### src/rtl/pgbuf_pkg.sv
package pgbuf_pkg;
    typedef enum logic [1:0] {
        ST_EMPTY   = 2'd0,
        ST_FILLING = 2'd1,
        ST_READOUT = 2'd2
    } pgbuf_state_e;
endpackage

### src/rtl/pgbuf_store.sv
module pgbuf_store #(
    parameter int PAGE_WORDS = 128,
    parameter int DATA_W     = 16,
    parameter int IDX_W      = $clog2(PAGE_WORDS)
) (
    input  logic                  clk,
    input  logic                  rst_n,
    input  logic                  clear,
    input  logic                  wr_en,
    input  logic [IDX_W-1:0]      wr_idx,
    input  logic [DATA_W-1:0]     wr_data,
    input  logic [IDX_W-1:0]      sel_idx,
    output logic [DATA_W-1:0]     sel_word,
    output logic [PAGE_WORDS-1:0] valid_q,
    output logic                  accept,
    output logic                  dup_hit
);
    logic [DATA_W-1:0] mem_q  [PAGE_WORDS];
    logic [DATA_W-1:0] word_v [PAGE_WORDS];

    always_comb begin
        accept  = wr_en && !clear && !valid_q[wr_idx];
        dup_hit = wr_en && !clear &&  valid_q[wr_idx];
    end

    always_ff @(posedge clk or negedge rst_n) begin
        if (!rst_n) begin
            valid_q <= '0;
        end else if (clear) begin
            valid_q <= '0;
        end else if (accept) begin
            valid_q[wr_idx] <= 1'b1;
        end
    end

    // Data storage carries no reset; the valid mask supplies the erased value.
    always_ff @(posedge clk) begin
        if (accept) begin
            mem_q[wr_idx] <= wr_data;
        end
    end

    for (genvar i = 0; i < PAGE_WORDS; i++) begin : g_word
        assign word_v[i] = valid_q[i] ? mem_q[i] : {DATA_W{1'b1}};
    end

    assign sel_word = word_v[sel_idx];
endmodule

### src/rtl/pgbuf_reader.sv
module pgbuf_reader #(
    parameter int PAGE_WORDS = 128,
    parameter int IDX_W      = $clog2(PAGE_WORDS)
) (
    input  logic             clk,
    input  logic             rst_n,
    input  logic             start,
    input  logic             running,
    output logic [IDX_W-1:0] cnt_q,
    output logic             at_last
);
    localparam logic [IDX_W-1:0] LAST_IDX = IDX_W'(PAGE_WORDS - 1);

    always_ff @(posedge clk or negedge rst_n) begin
        if (!rst_n) begin
            cnt_q <= '0;
        end else if (start) begin
            cnt_q <= '0;
        end else if (running) begin
            cnt_q <= IDX_W'(cnt_q + 1'b1);
        end
    end

    assign at_last = running && (cnt_q == LAST_IDX);
endmodule

### src/rtl/pgbuf_ctrl.sv
module pgbuf_ctrl
    import pgbuf_pkg::*;
(
    input  logic clk,
    input  logic rst_n,
    input  logic clear,
    input  logic rd_start,
    input  logic accept,
    input  logic dup_hit,
    input  logic at_last,
    input  logic any_valid,
    output logic load_open,
    output logic start_ok,
    output logic running,
    output logic dup_err
);
    pgbuf_state_e state_q, state_d;

    always_ff @(posedge clk or negedge rst_n) begin
        if (!rst_n) begin
            state_q <= ST_EMPTY;
        end else begin
            state_q <= state_d;
        end
    end

    always_comb begin
        state_d = state_q;
        unique case (state_q)
            ST_EMPTY: begin
                if (clear)         state_d = ST_EMPTY;
                else if (rd_start) state_d = ST_READOUT;
                else if (accept)   state_d = ST_FILLING;
            end
            ST_FILLING: begin
                if (clear)         state_d = ST_EMPTY;
                else if (rd_start) state_d = ST_READOUT;
            end
            ST_READOUT: begin
                if (clear)         state_d = ST_EMPTY;
                else if (at_last)  state_d = (any_valid || accept) ? ST_FILLING : ST_EMPTY;
            end
            default:               state_d = ST_EMPTY;
        endcase
    end

    always_comb begin
        load_open = (state_q != ST_READOUT);
        running   = (state_q == ST_READOUT);
        start_ok  = (state_q != ST_READOUT) && rd_start && !clear;
    end

    always_ff @(posedge clk or negedge rst_n) begin
        if (!rst_n) begin
            dup_err <= 1'b0;
        end else if (clear) begin
            dup_err <= 1'b0;
        end else if (dup_hit) begin
            dup_err <= 1'b1;
        end
    end
endmodule

### src/rtl/page_stage_buf.sv
module page_stage_buf #(
    parameter int PAGE_WORDS = 128,
    parameter int DATA_W     = 16,
    localparam int IDX_W     = $clog2(PAGE_WORDS)
) (
    input  logic                  clk,
    input  logic                  rst_n,
    input  logic                  ld_en,
    input  logic [IDX_W-1:0]      ld_idx,
    input  logic [DATA_W-1:0]     ld_data,
    input  logic                  wr_done,
    input  logic                  reenable,
    input  logic                  ee_wr,
    input  logic                  rd_start,
    output logic                  rd_valid,
    output logic [IDX_W-1:0]      rd_idx,
    output logic [DATA_W-1:0]     rd_data,
    output logic                  rd_last,
    output logic [PAGE_WORDS-1:0] valid_map,
    output logic                  dup_err
);
    logic clear_any;
    logic load_open, start_ok, running;
    logic accept, dup_hit, at_last;
    logic [IDX_W-1:0] cnt;

    assign clear_any = wr_done || reenable || ee_wr;

    pgbuf_ctrl u_ctrl (
        .clk       (clk),
        .rst_n     (rst_n),
        .clear     (clear_any),
        .rd_start  (rd_start),
        .accept    (accept),
        .dup_hit   (dup_hit),
        .at_last   (at_last),
        .any_valid (|valid_map),
        .load_open (load_open),
        .start_ok  (start_ok),
        .running   (running),
        .dup_err   (dup_err)
    );

    pgbuf_store #(
        .PAGE_WORDS (PAGE_WORDS),
        .DATA_W     (DATA_W),
        .IDX_W      (IDX_W)
    ) u_store (
        .clk      (clk),
        .rst_n    (rst_n),
        .clear    (clear_any),
        .wr_en    (ld_en && load_open),
        .wr_idx   (ld_idx),
        .wr_data  (ld_data),
        .sel_idx  (cnt),
        .sel_word (rd_data),
        .valid_q  (valid_map),
        .accept   (accept),
        .dup_hit  (dup_hit)
    );

    pgbuf_reader #(
        .PAGE_WORDS (PAGE_WORDS),
        .IDX_W      (IDX_W)
    ) u_reader (
        .clk     (clk),
        .rst_n   (rst_n),
        .start   (start_ok),
        .running (running),
        .cnt_q   (cnt),
        .at_last (at_last)
    );

    assign rd_valid = running;
    assign rd_idx   = cnt;
    assign rd_last  = at_last;
endmodule

### config.mk
export PLATFORM = sky130hd
export DESIGN_NAME = page_stage_buf
export DESIGN_NICKNAME = d
export VERILOG_FILES = /design/src/rtl/pgbuf_pkg.sv /design/src/rtl/pgbuf_store.sv /design/src/rtl/pgbuf_reader.sv /design/src/rtl/pgbuf_ctrl.sv /design/src/rtl/page_stage_buf.sv
export SDC_FILE = /design/constraint.sdc
export NUM_CORES = 2
export LEC_CHECK = 0
export BUFFER_PORTS_ARGS = -buffer_cell sky130_fd_sc_hd__buf_4
export CORE_MARGIN = 2
export CORE_UTILIZATION = 25
export CTS_CLUSTER_SIZE = 16
export DETAILED_ROUTE_END_ITERATION = 12
export PLACE_DENSITY = 0.41
export SETUP_SLACK_MARGIN = 0.15
export SYNTH_ARGS = -nofsm -noshare
export SYNTH_HDL_FRONTEND = slang
export SYNTH_SLANG_ARGS = --single-unit
### constraint.sdc
create_clock -name clk -period 12.6 [get_ports clk]
set_input_delay 0.63 -clock clk [delete_from_list [all_inputs] [get_ports clk]]
set_output_delay 0.63 -clock clk [all_outputs]
set_load 0.01 [all_outputs]
-- Word level (Yosys, flattened, before mapping)
Memory sizes are Yosys's and may differ from the RTL's.
Cells that the tools add are included.
- bits in registers: 138
- bits in latches: 0
- memory bits (writable): 2048
- ROM bits: 0
- output and inout port bits: 154
- word-level logic and storage cells: 189
- memories: 1
- $add $sub $neg: 1
- multipliers: 0
- div/mod/pow operators: 0
- magnitude comparators: 3
- equal/unequal tests: 7
- shift operators: 0
- multiplexer cells: 152
- bitwise operators: 2
- reductions and logical operators: 19
- memories (name ; depth ; width ; rd ports ; clocked after Yosys merged registers in ; wr ports ; line ; RTL):
    u_store.mem_q ; 128 ; 16 ; 128 ; 0 ; 1 ; pgbuf_store.sv:18 ; logic [DATA_W-1:0] mem_q [PAGE_WORDS];
- operators by type and width (cell ; count):
    two-way mux 16 bit ; 130
    two-way mux 128 bit ; 2
    OR 128 bit ; 1
    OR reduction 128 bit ; 1
    binary-select mux 16 bit (select 7 bit) ; 1
    two-way mux 2 bit ; 7
    two-way mux 7 bit ; 2
    greater-or-equal comparator 8 bit (second input constant) ; 1
    logical AND 1 bit ; 8
    less-than comparator 7 x 8 -> 1 bit (second input constant) ; 1
    inverter 7 -> 8 bit ; 1
    adder 7 x 1 -> 7 bit (second input constant) ; 1
    binary-select mux 1 bit (select 7 bit) ; 1
    demux 1 bit (select 7 bit) ; 1
    equality test 7 bit (second input constant) ; 1
    greater-or-equal comparator 7 x 1 -> 1 bit (second input constant) ; 1
    two-way mux 1 bit ; 7
    case mux 2 bit (3 select lines) ; 1
    nonzero test 2 bit ; 3
    != test 4 x 2 -> 1 bit (second input constant) ; 1
    logical OR 1 bit ; 3
    != test 3 x 2 -> 1 bit (second input constant) ; 1
    != test 3 bit (second input constant) ; 1
    AND reduction 3 bit ; 1
    other kinds (5) ; 6

-- Depth between registers and ports, before layout
- depth in word-level cells: 10
- mapped depth: 13

-- Cells and area by module
Synthesis repeated with hierarchy kept, for this count alone.
- cell total of the unflattened synthesis: 5381
- area, all modules: 86063.8 um^2
- by module, submodules not included (module ; times used ; cells an instance ; area each (um^2) ; sequential area each (um^2)):
    pgbuf_store ; 1 ; 5287 ; 85265.5 ; 64702.1
    pgbuf_reader ; 1 ; 34 ; 359.1 ; 175.2
    page_stage_buf ; 1 ; 45 ; 285.3 ; 0.0
    pgbuf_ctrl ; 1 ; 15 ; 153.9 ; 75.1

-- Worst setup path after synthesis
No wires, ideal clock.
- path type: input port to flip-flop
- start: in ld_idx[2]
- end: mem u_store.mem_q[15][0] (enable)
- library setup time: 0.431 ns
- arrival time: 3.966 ns
- setup slack: 8.204 ns
- stages on the path: 9
- path buffers: 3
- path through: buf_6 buf_2 mux4_2 o211ai_1 o211ai_1 a311oi_4 nor3_2 buf_2 nor4_1
- word-level cells in the longest chain between the ends: 6
- RTL lines (what ; line ; RTL):
    start: declaration ; page_stage_buf.sv:9 ; input logic [IDX_W-1:0] ld_idx,
    binary-select mux 1 bit (select 7 bit) ; pgbuf_store.sv:22 ; accept = wr_en && !clear && !valid_q[wr_idx];
    two-way mux 1 bit (implied by the code) ; pgbuf_store.sv:22 ;
    zero test 1 bit ; pgbuf_store.sv:22 ;
    logical AND 1 bit ; pgbuf_store.sv:22 ;
    two-way mux 1 bit ; pgbuf_store.sv:38 ; if (accept) begin
    two-way mux 1 bit (implied by the code) ; pgbuf_store.sv:39 ; mem_q[wr_idx] <= wr_data;
    end: declaration ; pgbuf_store.sv:18 ;
Parallel ways exist; a longest one is shown, timed or not. The select of a mux whose other input is x is not followed.

-- Worst setup path after layout
- start: reg u_reader.cnt_q[0]
- end: out rd_data[13]
- word-level cells in the longest chain between the ends: 4
- RTL lines (what ; line ; RTL):
    start: declaration ; pgbuf_reader.sv:9 ; output logic [IDX_W-1:0] cnt_q,
    start signal: assignment ; pgbuf_reader.sv:20 ; cnt_q <= IDX_W'(cnt_q + 1'b1);
    inverter 7 -> 8 bit (implied by the code) ; pgbuf_store.sv:47 ; assign sel_word = word_v[sel_idx];
    binary-select mux 16 bit (select 7 bit) ; pgbuf_store.sv:47 ;
    two-way mux 16 bit (implied by the code) (2 in a row) ; pgbuf_store.sv:47 ;
    end: declaration ; page_stage_buf.sv:17 ; output logic [DATA_W-1:0] rd_data,
Every way passes these cells. The select of a mux whose other input is x is not followed.

==> results.json <==
{
  "syn_inst": 5246,
  "powerDensity_nw_per_um2": 164,
  "setup_tns_ns": 0,
  "leakage_nw": 30.0,
  "layout_common_cells": "edfxtp_1 (2048), o22ai_1 (731), o21ai_0 (462)",
  "p_total_w": 0.0164,
  "crit_arrival_ns": 6.28,
  "synthToLayoutAreaGrowth_pct": 17.9,
  "yosys_warnings": 0,
  "overflow": 0,
  "syn-cell-area_um2": 85200,
  "synth_edf_count": 2048,
  "fin_crit_ns": 6.91,
  "met2_usage_pct": 31.7,
  "timing.hold.ws_ns": 0.135,
  "vias": 54100,
  "r2r_start": "u_store.valid_q[95]",
  "violations": "capacitance limit",
  "fin_nets": 5510,
  "cap_violations": 1,
  "initial_utilization_pct": 25.1,
  "cts_tree": "yes",
  "dieArea_um2": 346000,
  "cts_root_buffer": "clkbuf_16",
  "endpoint_kind": "output port",
  "slowest_delay_ns": 0.98,
  "reg2regPathDepth": 10,
  "cts.path.max_buffers": 4,
  "wl_per_cell_um": 33.6,
  "crit_slowest_cell": "a31oi_1",
  "crit_path_cell_trace": "buf_4 -> nand2b_1 -> o22ai_1 -> mux4_2 -> mux4_2 -> nor2_1 -> a311oi_1 -> a31oi_1 -> buf_4",
  "fin_crit_sh_pct": 54.8,
  "holdPathStages": 3,
  "fin_cells": 10200,
  "grt_max_degree": 168,
  "gp_congestion": 0.912,
  "min_from": "rd_start",
  "die_y_um": 588,
  "max_slew.worst_pin.slew_ns": 1.48,
  "io_buffers": 183,
  "timing.hold.worst.class": "in2reg",
  "critical_path_class": "reg2out",
  "die_w_um": 588,
  "clkSinkCount": 2186,
  "skew_ns": 0.0706,
  "slew_viol_final": 0,
  "busiest_layer": "met2",
  "fp.coreArea_um2": 340000,
  "rows": 214,
  "route.detailed.drc": 0,
  "drt_wl_total_mm": 343,
  "clkLatencyLatePin_ns": 0.91,
  "drt_first_pass_iters": 5,
  "use_met3_pct": 2.48,
  "io_pins": 184,
  "dp.cells": 9777,
  "crit_start": "u_reader.cnt_q[0]",
  "grt_use_total_pct": 19.2,
  "relSlewSlack_pct": 0.888,
  "ys_seq_area_share_pct": 76.2,
  "grt_pass1_wl_mm": 466,
  "cp.required_ns": 11.97,
  "synth_nets": 5277,
  "async_flop_share_pct": 6.31,
  "ys.flop_type": "edfxtp_1",
  "status": "complete, but fails checks",
  "drt-vias-per-instance": 5.30,
  "drt_iter0_drc": 6328,
  "ant_nets": 0,
  "peakVddDrop_mv": 0.102,
  "final_common_cell": "edfxtp_1",
  "cp_max_fo": 54,
  "h-tree-depth": 4,
  "setup_viol_count_final": 0,
  "syn_avg_cell_area_um2": 16.2,
  "met1_usage_pct": 24.5,
  "crit_path_start_kind": "flip-flop",
  "max_freq_mhz": 145,
  "cts_buffers": 233,
  "synth-seq-cells": 2186,
  "hold_viol_final": 0,
  "hpwl_mm": 222,
  "grt_pass1_vias": 53200,
  "nFillCells": 33900,
  "antenna_found_initial": 18,
  "cts_setup_buffers": 0,
  "rsz0062_at_grt": "no",
  "path_clk_slew_ns": 0.06,
  "drive_above_1_share_pct": 18.2,
  "yosysUniqueCellTypes": 63
}
-- final cells by class --
cell class / count / area (um^2) / share of cell area, %
diodes: 13 / 32.5 / 0.0324
flip-flops and latches: 2186 / 65000 / 64.7
clock buffers: 298 / 6140 / 6.11
inverters: 5 / 20.0 / 0.0199
well taps: 4536 / 5680 / 5.65
multi-input cells: 2599 / 19000 / 19.0
clock inverters: 121 / 1010 / 1.00
repair buffers: 454 / 3550 / 3.54
-- logic make-up after synthesis --
| family | after synthesis | share of synthesized area, % |
|---|---|---|
| DFF | 2186 | 76.2 |
| AOI/OAI and AO/OA | 1899 | 15.1 |
| and+or+nand+nor | 561 | 3.32 |
| buffers and inverters | 461 | 2.32 |
| muxes | 136 | 2.98 |
| xor gates and xnor gates | 2 | 0.0206 |
| adders and majority gates | 1 | 0.0147 |
-- critical path: cells and delay by family, from the launching register on --
kind / cells / cell delay [ns]
and+or+nand+nor: 2 / 1.28
AOI/OAI and AO/OA: 3 / 1.28
muxes: 2 / 1.11
buffers and inverters: 2 / 0.91
DFF: 1 / 0.66
-- per-layer routing --
metal  wire [um]  vias to the layer above
met5          14                        -
met4       21400                        2
met3       18700                      604
met2      165000                     2107
met1      138000                    28800
li1            -                    22600
-- cell usage after synthesis (17+ instances only) --
master / number / area (um^2)
o221ai_1: 430 / 3770
nor4_1: 40 / 250
nor3_1: 127 / 636
o21ai_0: 464 / 2320
edfxtp_1: 2048 / 61500
a32o_1: 26 / 260
nor2_1: 78 / 293
dfrtp_1: 138 / 3450
o211ai_1: 53 / 398
nand2b_1: 73 / 457
mux2i_1: 42 / 420
clkbuf_1: 339 / 1270
o22ai_1: 731 / 4570
a22o_1: 65 / 569
buf_2: 42 / 210
a31oi_1: 23 / 144
nand2_1: 138 / 518
buf_1: 49 / 184
nand2_2: 19 / 119
o21bai_1: 17 / 128
nand3_1: 20 / 100
mux4_2: 94 / 2120
o31ai_1: 32 / 240
-- what timing repair did --
| action | 4_1_cts | 5_1_grt |
|---|---|---|
| hold endpoints to repair | 44 | 0 |
| hold buffers | 1 | 0 |
| gates resized for setup | 0 | 0 |
-- sequential cells by signal (all words and copies together) (netlist names) --
register	flops
u_store.mem_q	2048
u_store.valid_q	128
u_reader.cnt_q	7
u_ctrl.state_q	2
u_ctrl.dup_err	1
-- power breakdown --
part           total, W  leakage [nW]  switching (W)  internal [W]
sequential      0.00799          20.3      0.0000465       0.00795
clock           0.00661          3.49        0.00290       0.00371
combinational   0.00184          6.15        0.00134      0.000495
total            0.0164          30.0        0.00429        0.0122
-- per-stage QoR --
stage | cell area, um^2 | worst slack [ns] | util, %
3_5_place_dp | 93200 | 6.38 | 27.5
3_3_place_gp | 93100 | 6.48 | 27.4
4_1_cts | 100000 | 5.71 | 29.6
2_1_floorplan | 85200 | 8.20 | -
5_1_grt | 100000 | 5.59 | 29.6
6_report | 100000 | 5.69 | 29.6
-- path summary, 6_finish.rpt --
check | end | slack (ns)
min | u_ctrl.state_q[1] | 0.14
max in group asynchronous | u_reader.cnt_q[0] | 10.44
min in group asynchronous | u_store.valid_q[57] | 0.24
min reg2reg | u_ctrl.state_q[0] | 0.65
max | rd_data[13] | 5.69
max reg2reg | u_store.mem_q[120][6] | 7.09
No activity file was read; power rests on OpenSTA's default activity.
